<file path="config.mk">
export PLATFORM = sky130hd
export DESIGN_NAME = cpu_reset_sequencer
export DESIGN_NICKNAME = d
export VERILOG_FILES = /design/src/rtl/rsq_pkg.sv /design/src/rtl/rsq_sync.sv /design/src/rtl/rsq_hold_timer.sv /design/src/rtl/rsq_boot_regs.sv /design/src/rtl/cpu_reset_sequencer.sv
export SDC_FILE = /design/constraint.sdc
export NUM_CORES = 1
export LEC_CHECK = 0
export BUFFER_PORTS_ARGS = -buffer_cell sky130_fd_sc_hd__buf_2
export CAP_MARGIN = 15
export CORE_MARGIN = 2
export CORE_UTILIZATION = 50
export DETAILED_ROUTE_END_ITERATION = 10
export GPL_TIMING_DRIVEN = 0
export PLACE_DENSITY = 0.74
export SLEW_MARGIN = 10
export SYNTH_ARGS = -nofsm -noshare
export SYNTH_HDL_FRONTEND = slang
export SYNTH_SLANG_ARGS = --single-unit
</file>
<file path="constraint.sdc">
create_clock -name clk -period 1.9 [get_ports clk]
set_input_delay 0.095 -clock clk [delete_from_list [all_inputs] [get_ports clk]]
set_output_delay 0.095 -clock clk [all_outputs]
set_load 0.02 [all_outputs]
</file>
<file path="src/rtl/rsq_pkg.sv">
package rsq_pkg;

    typedef enum logic [1:0] {
        ST_COLD = 2'd0,
        ST_WARM = 2'd1,
        ST_RUN  = 2'd2
    } rsq_state_e;

    localparam int          RSQ_ADDR_W      = 32;
    localparam logic [31:0] RSQ_BOOT_VECTOR = 32'hFFFF_FFF0;
    localparam int          RSQ_FETCH_STEP  = 4;

    function automatic int rsq_max(input int a, input int b);
        return (a > b) ? a : b;
    endfunction

    function automatic int rsq_cold_cycles(input int freq_hz, input int hold_ms);
        int c;
        c = (freq_hz / 1000) * hold_ms;
        return (c < 1) ? 1 : c;
    endfunction

endpackage

</file>
<file path="src/rtl/rsq_sync.sv">
module rsq_sync #(
    parameter int   STAGES  = 2,
    parameter logic RST_VAL = 1'b0
) (
    input  logic clk,
    input  logic arst,
    input  logic din,
    output logic dout
);

    logic [STAGES-1:0] chain_q;

    generate
        if (STAGES == 1) begin : g_single
            always_ff @(posedge clk or posedge arst) begin
                if (arst) chain_q <= RST_VAL;
                else      chain_q <= din;
            end
        end else begin : g_multi
            always_ff @(posedge clk or posedge arst) begin
                if (arst) chain_q <= {STAGES{RST_VAL}};
                else      chain_q <= {chain_q[STAGES-2:0], din};
            end
        end
    endgenerate

    assign dout = chain_q[STAGES-1];

endmodule

</file>
<file path="src/rtl/rsq_hold_timer.sv">
module rsq_hold_timer #(
    parameter int COLD_CYCLES = 100000,
    parameter int WARM_CYCLES = 15,
    localparam int MAX_CYCLES = (COLD_CYCLES > WARM_CYCLES) ? COLD_CYCLES : WARM_CYCLES,
    localparam int CNT_W      = $clog2(MAX_CYCLES + 1)
) (
    input  logic clk,
    input  logic arst_n,
    input  logic clr,
    input  logic inc,
    input  logic sel_cold,
    output logic at_limit
);

    localparam logic [CNT_W-1:0] COLD_LAST = CNT_W'(COLD_CYCLES - 1);
    localparam logic [CNT_W-1:0] WARM_LAST = CNT_W'(WARM_CYCLES - 1);

    logic [CNT_W-1:0] cnt_q;
    logic [CNT_W-1:0] last;

    always_comb begin
        last     = sel_cold ? COLD_LAST : WARM_LAST;
        at_limit = (cnt_q == last);
    end

    // Counts held cycles; saturates at the selected limit.
    always_ff @(posedge clk or negedge arst_n) begin
        if (!arst_n) begin
            cnt_q <= '0;
        end else if (clr) begin
            cnt_q <= '0;
        end else if (inc && !at_limit) begin
            cnt_q <= cnt_q + CNT_W'(1);
        end
    end

endmodule

</file>
<file path="src/rtl/rsq_boot_regs.sv">
module rsq_boot_regs
    import rsq_pkg::*;
#(
    parameter int          ADDR_W      = RSQ_ADDR_W,
    parameter logic [31:0] BOOT_VECTOR = RSQ_BOOT_VECTOR,
    parameter int          FETCH_STEP  = RSQ_FETCH_STEP
) (
    input  logic              clk,
    input  logic              arst_n,
    input  logic              release_i,
    input  logic              in_reset_i,
    input  logic              adv_i,
    input  logic              strap_drive_i,
    input  logic              strap_tri_i,
    output logic              drive_mode_o,
    output logic              tri_test_o,
    output logic [ADDR_W-1:0] addr_o,
    output logic              start_o
);

    localparam logic [ADDR_W-1:0] VEC  = ADDR_W'(BOOT_VECTOR);
    localparam logic [ADDR_W-1:0] STEP = ADDR_W'(FETCH_STEP);

    // Strap mode bits: loaded only on the release edge.
    always_ff @(posedge clk or negedge arst_n) begin
        if (!arst_n) begin
            drive_mode_o <= 1'b0;
            tri_test_o   <= 1'b0;
        end else if (release_i) begin
            drive_mode_o <= strap_drive_i;
            tri_test_o   <= strap_tri_i;
        end
    end

    // First-fetch marker.
    always_ff @(posedge clk or negedge arst_n) begin
        if (!arst_n) start_o <= 1'b0;
        else         start_o <= release_i;
    end

    // Fetch address: pinned to the vector during reset.
    always_ff @(posedge clk or negedge arst_n) begin
        if (!arst_n) begin
            addr_o <= VEC;
        end else if (in_reset_i) begin
            addr_o <= VEC;
        end else if (adv_i) begin
            addr_o <= addr_o + STEP;
        end
    end

endmodule

</file>
<file path="src/rtl/cpu_reset_sequencer.sv">
module cpu_reset_sequencer
    import rsq_pkg::*;
#(
    parameter int          CLK_FREQ_HZ  = 100_000_000,
    parameter int          COLD_HOLD_MS = 1,
    parameter int          WARM_CYCLES  = 15,
    parameter int          SYNC_STAGES  = 2,
    parameter logic [31:0] BOOT_VECTOR  = RSQ_BOOT_VECTOR,
    parameter int          ADDR_W       = RSQ_ADDR_W
) (
    input  logic              clk,
    input  logic              pwr_good,
    input  logic              ext_rst_req,
    input  logic              warm_req,
    input  logic              strap_drive,
    input  logic              strap_tristate,
    input  logic              fetch_adv,
    output logic              core_reset,
    output logic              drive_mode,
    output logic              tristate_test,
    output logic [ADDR_W-1:0] fetch_addr,
    output logic              fetch_start
);

    localparam int COLD_CYCLES = rsq_cold_cycles(CLK_FREQ_HZ, COLD_HOLD_MS);

    rsq_state_e state_q, state_d;
    logic       pg_ok;
    logic       ext_hold;
    logic       restart;
    logic       tmr_clr, tmr_inc, tmr_sel_cold, tmr_at_limit;
    logic       release_now;

    // Power-good: asynchronous clear, synchronous qualification.
    rsq_sync #(.STAGES(SYNC_STAGES), .RST_VAL(1'b0)) u_pg_sync (
        .clk  (clk),
        .arst (~pwr_good),
        .din  (1'b1),
        .dout (pg_ok)
    );

    // External reset: asynchronous set, synchronous release.
    rsq_sync #(.STAGES(SYNC_STAGES), .RST_VAL(1'b1)) u_ext_sync (
        .clk  (clk),
        .arst (ext_rst_req | ~pwr_good),
        .din  (1'b0),
        .dout (ext_hold)
    );

    rsq_hold_timer #(.COLD_CYCLES(COLD_CYCLES), .WARM_CYCLES(WARM_CYCLES)) u_timer (
        .clk      (clk),
        .arst_n   (pwr_good),
        .clr      (tmr_clr),
        .inc      (tmr_inc),
        .sel_cold (tmr_sel_cold),
        .at_limit (tmr_at_limit)
    );

    assign restart = warm_req | ext_hold;

    // State register; power_drop enters ST_COLD asynchronously.
    always_ff @(posedge clk or negedge pwr_good) begin
        if (!pwr_good) state_q <= ST_COLD;
        else           state_q <= state_d;
    end

    // Next-state and timer control.
    always_comb begin
        state_d      = state_q;
        tmr_clr      = 1'b0;
        tmr_inc      = 1'b0;
        tmr_sel_cold = 1'b0;
        release_now  = 1'b0;
        unique case (state_q)
            ST_COLD: begin
                tmr_sel_cold = 1'b1;
                if (restart) begin
                    tmr_clr = 1'b1;                    // cold_restart
                end else if (pg_ok && tmr_at_limit) begin
                    tmr_clr     = 1'b1;                // cold_release
                    release_now = 1'b1;
                    state_d     = ST_RUN;
                end else begin
                    tmr_inc = pg_ok;
                end
            end
            ST_WARM: begin
                if (restart) begin
                    tmr_clr = 1'b1;                    // warm_restart
                end else if (tmr_at_limit) begin
                    tmr_clr     = 1'b1;                // warm_release
                    release_now = 1'b1;
                    state_d     = ST_RUN;
                end else begin
                    tmr_inc = 1'b1;
                end
            end
            ST_RUN: begin
                tmr_clr = 1'b1;
                if (restart) state_d = ST_WARM;        // warm_entry
            end
            default: begin
                tmr_clr = 1'b1;
                state_d = ST_COLD;
            end
        endcase
    end

    // Output decode: external pin raises reset without a clock.
    always_comb begin
        core_reset = (state_q != ST_RUN) | ext_hold;
    end

    rsq_boot_regs #(
        .ADDR_W      (ADDR_W),
        .BOOT_VECTOR (BOOT_VECTOR),
        .FETCH_STEP  (RSQ_FETCH_STEP)
    ) u_boot (
        .clk           (clk),
        .arst_n        (pwr_good),
        .release_i     (release_now),
        .in_reset_i    (core_reset),
        .adv_i         (fetch_adv),
        .strap_drive_i (strap_drive),
        .strap_tri_i   (strap_tristate),
        .drive_mode_o  (drive_mode),
        .tri_test_o    (tristate_test),
        .addr_o        (fetch_addr),
        .start_o       (fetch_start)
    );

endmodule

</file>
==> flow_summary.yaml <==
run_status:
  status: "finished with violations"
  violations: "negative setup slack"
synth:
  synth_ff_type: "dfstp_2"
  synth_edf_count: 0
  yosysWarningCount: 0
  yosysSeqAreaShare_pct: 48.4
  synth_top_area_cell: "dfstp_2"
  syn_inst: 307
  synth.distinct_cells: 52
  synth_most_common_cell: "dfstp_2"
  netlist_area_um2: 2970
  yosys.area.top_type_share_pct: 26.5
  syn_avg_cell_area_um2: 9.69
  synth.area.top_cells: "dfstp_2, dfrtp_1, nand3_1"
  synthArstFlopShare_pct: 100
  ys_ff_latch: 56
  synth_common_cells: "dfstp_2, nand3_1, dfrtp_1, o21ai_0, nand2_1"
placed_design:
  post-place-ws_ns: -0.261
  gp_congestion: 0.841
  io_buffers: 39
  dpl.cell_count: 424
  dp_hpwl_um: 4680
pwr:
  pwr-share-seq_pct: 59.8
  power.density_nw_per_um2: 516
  combinationalPowerShare_pct: 4.5
  p_sw_mw: 0.454
  p_int_mw: 1.58
  swShare_pct: 22.4
  power.static_leakage_nw: 1.62
  clock_power_share_pct: 35.7
  max-vdd-ir-drop_uv: 339
clock_tree:
  clock_latency_ns: 0.31
  ctsLongestPathBuffers: 2
  cts_root_buffer: "clkbuf_8"
  cts_num_sinks: 56
  cts_tree: "done"
  cts_made_buffers: 5
  cts_max_level: 2
  clk_pin_slew_ns: 0.09
route:
  firstDrtPassIters: 4
  final_antenna_net_count: 0
  wire_per_inst_um: 17.0
  drcViolationCount: 0
  drt_iter0_drc: 154
  vias: 2841
  vias_per_cell: 6.07
  drt-total-wl_um: 7940
finish:
  register_area_um2: 1440
  num_antenna_cells: 0
  area_delta_synth_final_pct: 32.5
  fill_cells: 452
  nNetsFinal: 401
  multi_input_area_um2: 1660
  final_cells: 468
  final_util_pct: 67.4
  drive_gt1_share_pct: 41.7
critical_path:
  cp_data_arrival_time_ns: 2.18
  cp_max_fo: 4
  required_ns: 2.10
  rr_startpoint: "u_timer.cnt_q[9]$_DFFE_PN0P_"
  crit_type: "reg2reg"
  crit_path_end_kind: "flop"
  cp-startpoint: "u_timer.cnt_q[9]$_DFFE_PN0P_"
  critPathLaunchType: "flop"
timing:
  max_slew_margin_pct: 58.2
  rsz0062_at_grt: "yes"
  worst_slew_pin_slew_ns: 0.627
  fmax_mhz: 505
  skew_ns: 0.00819
  maxSlewViolCount: 0
  setup_viol: 6
  period_share_pct: 104
  timing.final.ws_setup_ns: -0.0815
  layout_min_cycle_time_ns: 1.98
  hold_violations: 0
  tns_ns: -0.281
die:
  die_x_um: 81.1
  core.rowCount: 28
  start_util_pct: 50.8
  ios: 43
  die_y_um: 81.1
  die_area_um2: 6580
  core_um2: 5850
hold_path:
  worstHoldStart: "strap_drive"
  hold_path.class: "in2reg"
global_route:
  grt_pass1_vias: 2705
  antenna_found_initial: 0
  grt_max_degree: 29
  grt_pass1_wl_um: 12600
  grt.total_usage_pct: 24.5
  overflow: 0
flow_run:
  cap_violations: 0
-- power groups by stage --
stage / Sequential [mW] / Combinational (mW) / Clock (mW)
floorplan: 1.23 / 0.0318 / 0
global placement: 1.23 / 0.0710 / 0
detailed placement: 1.23 / 0.0775 / 0
CTS: 1.21 / 0.0876 / 0.742
global route: 1.22 / 0.102 / 0.792
finish: 1.22 / 0.0913 / 0.725
-- per-stage QoR --
stage                     hold WS (ns)  area [um^2]  power, mW
after floorplan                 -0.201         3020       1.27
after global placement           0.227         3310       1.30
after detailed placement         0.157         3330       1.31
after CTS                       0.0115         3730       2.04
after global routing           0.00355         3940       2.11
final                           0.0176         3940       2.03
-- routing by layer --
metal	part of all wire [%]	track usage, %	wire, um	vias up
met2	51	41.6	4080	97
met3	4.9	4.44	393	22
met5	0	0	0	-
met1	41	31.6	3270	1399
li1	-	-	-	1323
met4	2.6	8.14	203	0
-- critical path, stage by stage, from the launching register on --
cell	delay, ns
dfrtp_1	0.44
nand3_1	0.10
or4_4	0.58
a2111oi_4	0.42
mux2_4	0.33
-- final timing paths --
kind	end	slack, ns	cells past startpoint
setup / recovery	u_boot.tri_test_o$_DFFE_PN0P_	-0.08	4
hold / removal	u_boot.drive_mode_o$_DFFE_PN0P_	0.02	2
setup reg to reg	u_boot.tri_test_o$_DFFE_PN0P_	-0.08	4
hold reg to reg	u_ext_sync.chain_q[1]$_DFF_PP1_	0.36	0
max in group asynchronous	u_boot.addr_o[22]$_DFFE_PN1N_	0.92	3
min in group asynchronous	u_pg_sync.chain_q[1]$_DFF_PN0_	0.35	2
-- state kept, by name, indices dropped and copies added, names as in the netlist --
register and flops:
u_boot.addr_o 30, u_timer.cnt_q 17, state_q 2, u_ext_sync.chain_q 2, u_pg_sync.chain_q 2, u_boot.drive_mode_o 1
u_boot.start_o 1, u_boot.tri_test_o 1
-- cell type report --
cell class / count / area share (%)
Timing Repair Buffer: 78 / 13.4
Sequential cell: 56 / 36.6
Tap cell: 75 / 2.38
Clock inverter: 1 / 0.127
Multi-Input combinational cell: 226 / 42.1
Clock buffer: 7 / 2.48
Buffer: 11 / 1.56
Inverter: 14 / 1.33
-- cells by family after synthesis --
| logic type | count (synthesis) | synth area share, % |
|---|---|---|
| XOR/XNOR | 10 | 2.95 |
| multiplexers | 7 | 2.44 |
| buffers and inverters | 28 | 4.00 |
| AO/OA/AOI/OAI | 56 | 13.0 |
| AND/OR/NAND/NOR | 146 | 28.2 |
| other | 2 | 0.253 |
| adder cells (fa/ha/maj) | 2 | 0.841 |
| flip-flops | 56 | 48.4 |
-- repair_timing --
action	4_1_cts	5_1_grt
endpoints found under the setup margin	44	46
gates resized for setup	23	32
hold buffers	2	0
hold endpoints to repair	6	0
pin swaps	8	10
cloned	0	1
setup buffers	24	12
-- cells in the final DEF (no fill, tap or decap), drive strengths merged, types with 5 or more instances in the layout --
| cell | count |
|---|---|
| buf | 80 |
| dfstp | 30 |
| nand3 | 29 |
| dfrtp | 26 |
| o21ai | 20 |
| nand2 | 17 |
| nand4 | 17 |
| or3 | 16 |
| nor2 | 15 |
| inv | 14 |
| clkbuf | 14 |
| a211oi | 10 |
| or4 | 9 |
| nor3 | 9 |
| and2 | 8 |
| xnor2 | 7 |
| nor4 | 7 |
| mux2i | 5 |
| o31ai | 5 |
Power figures use the tool's default switching activity.
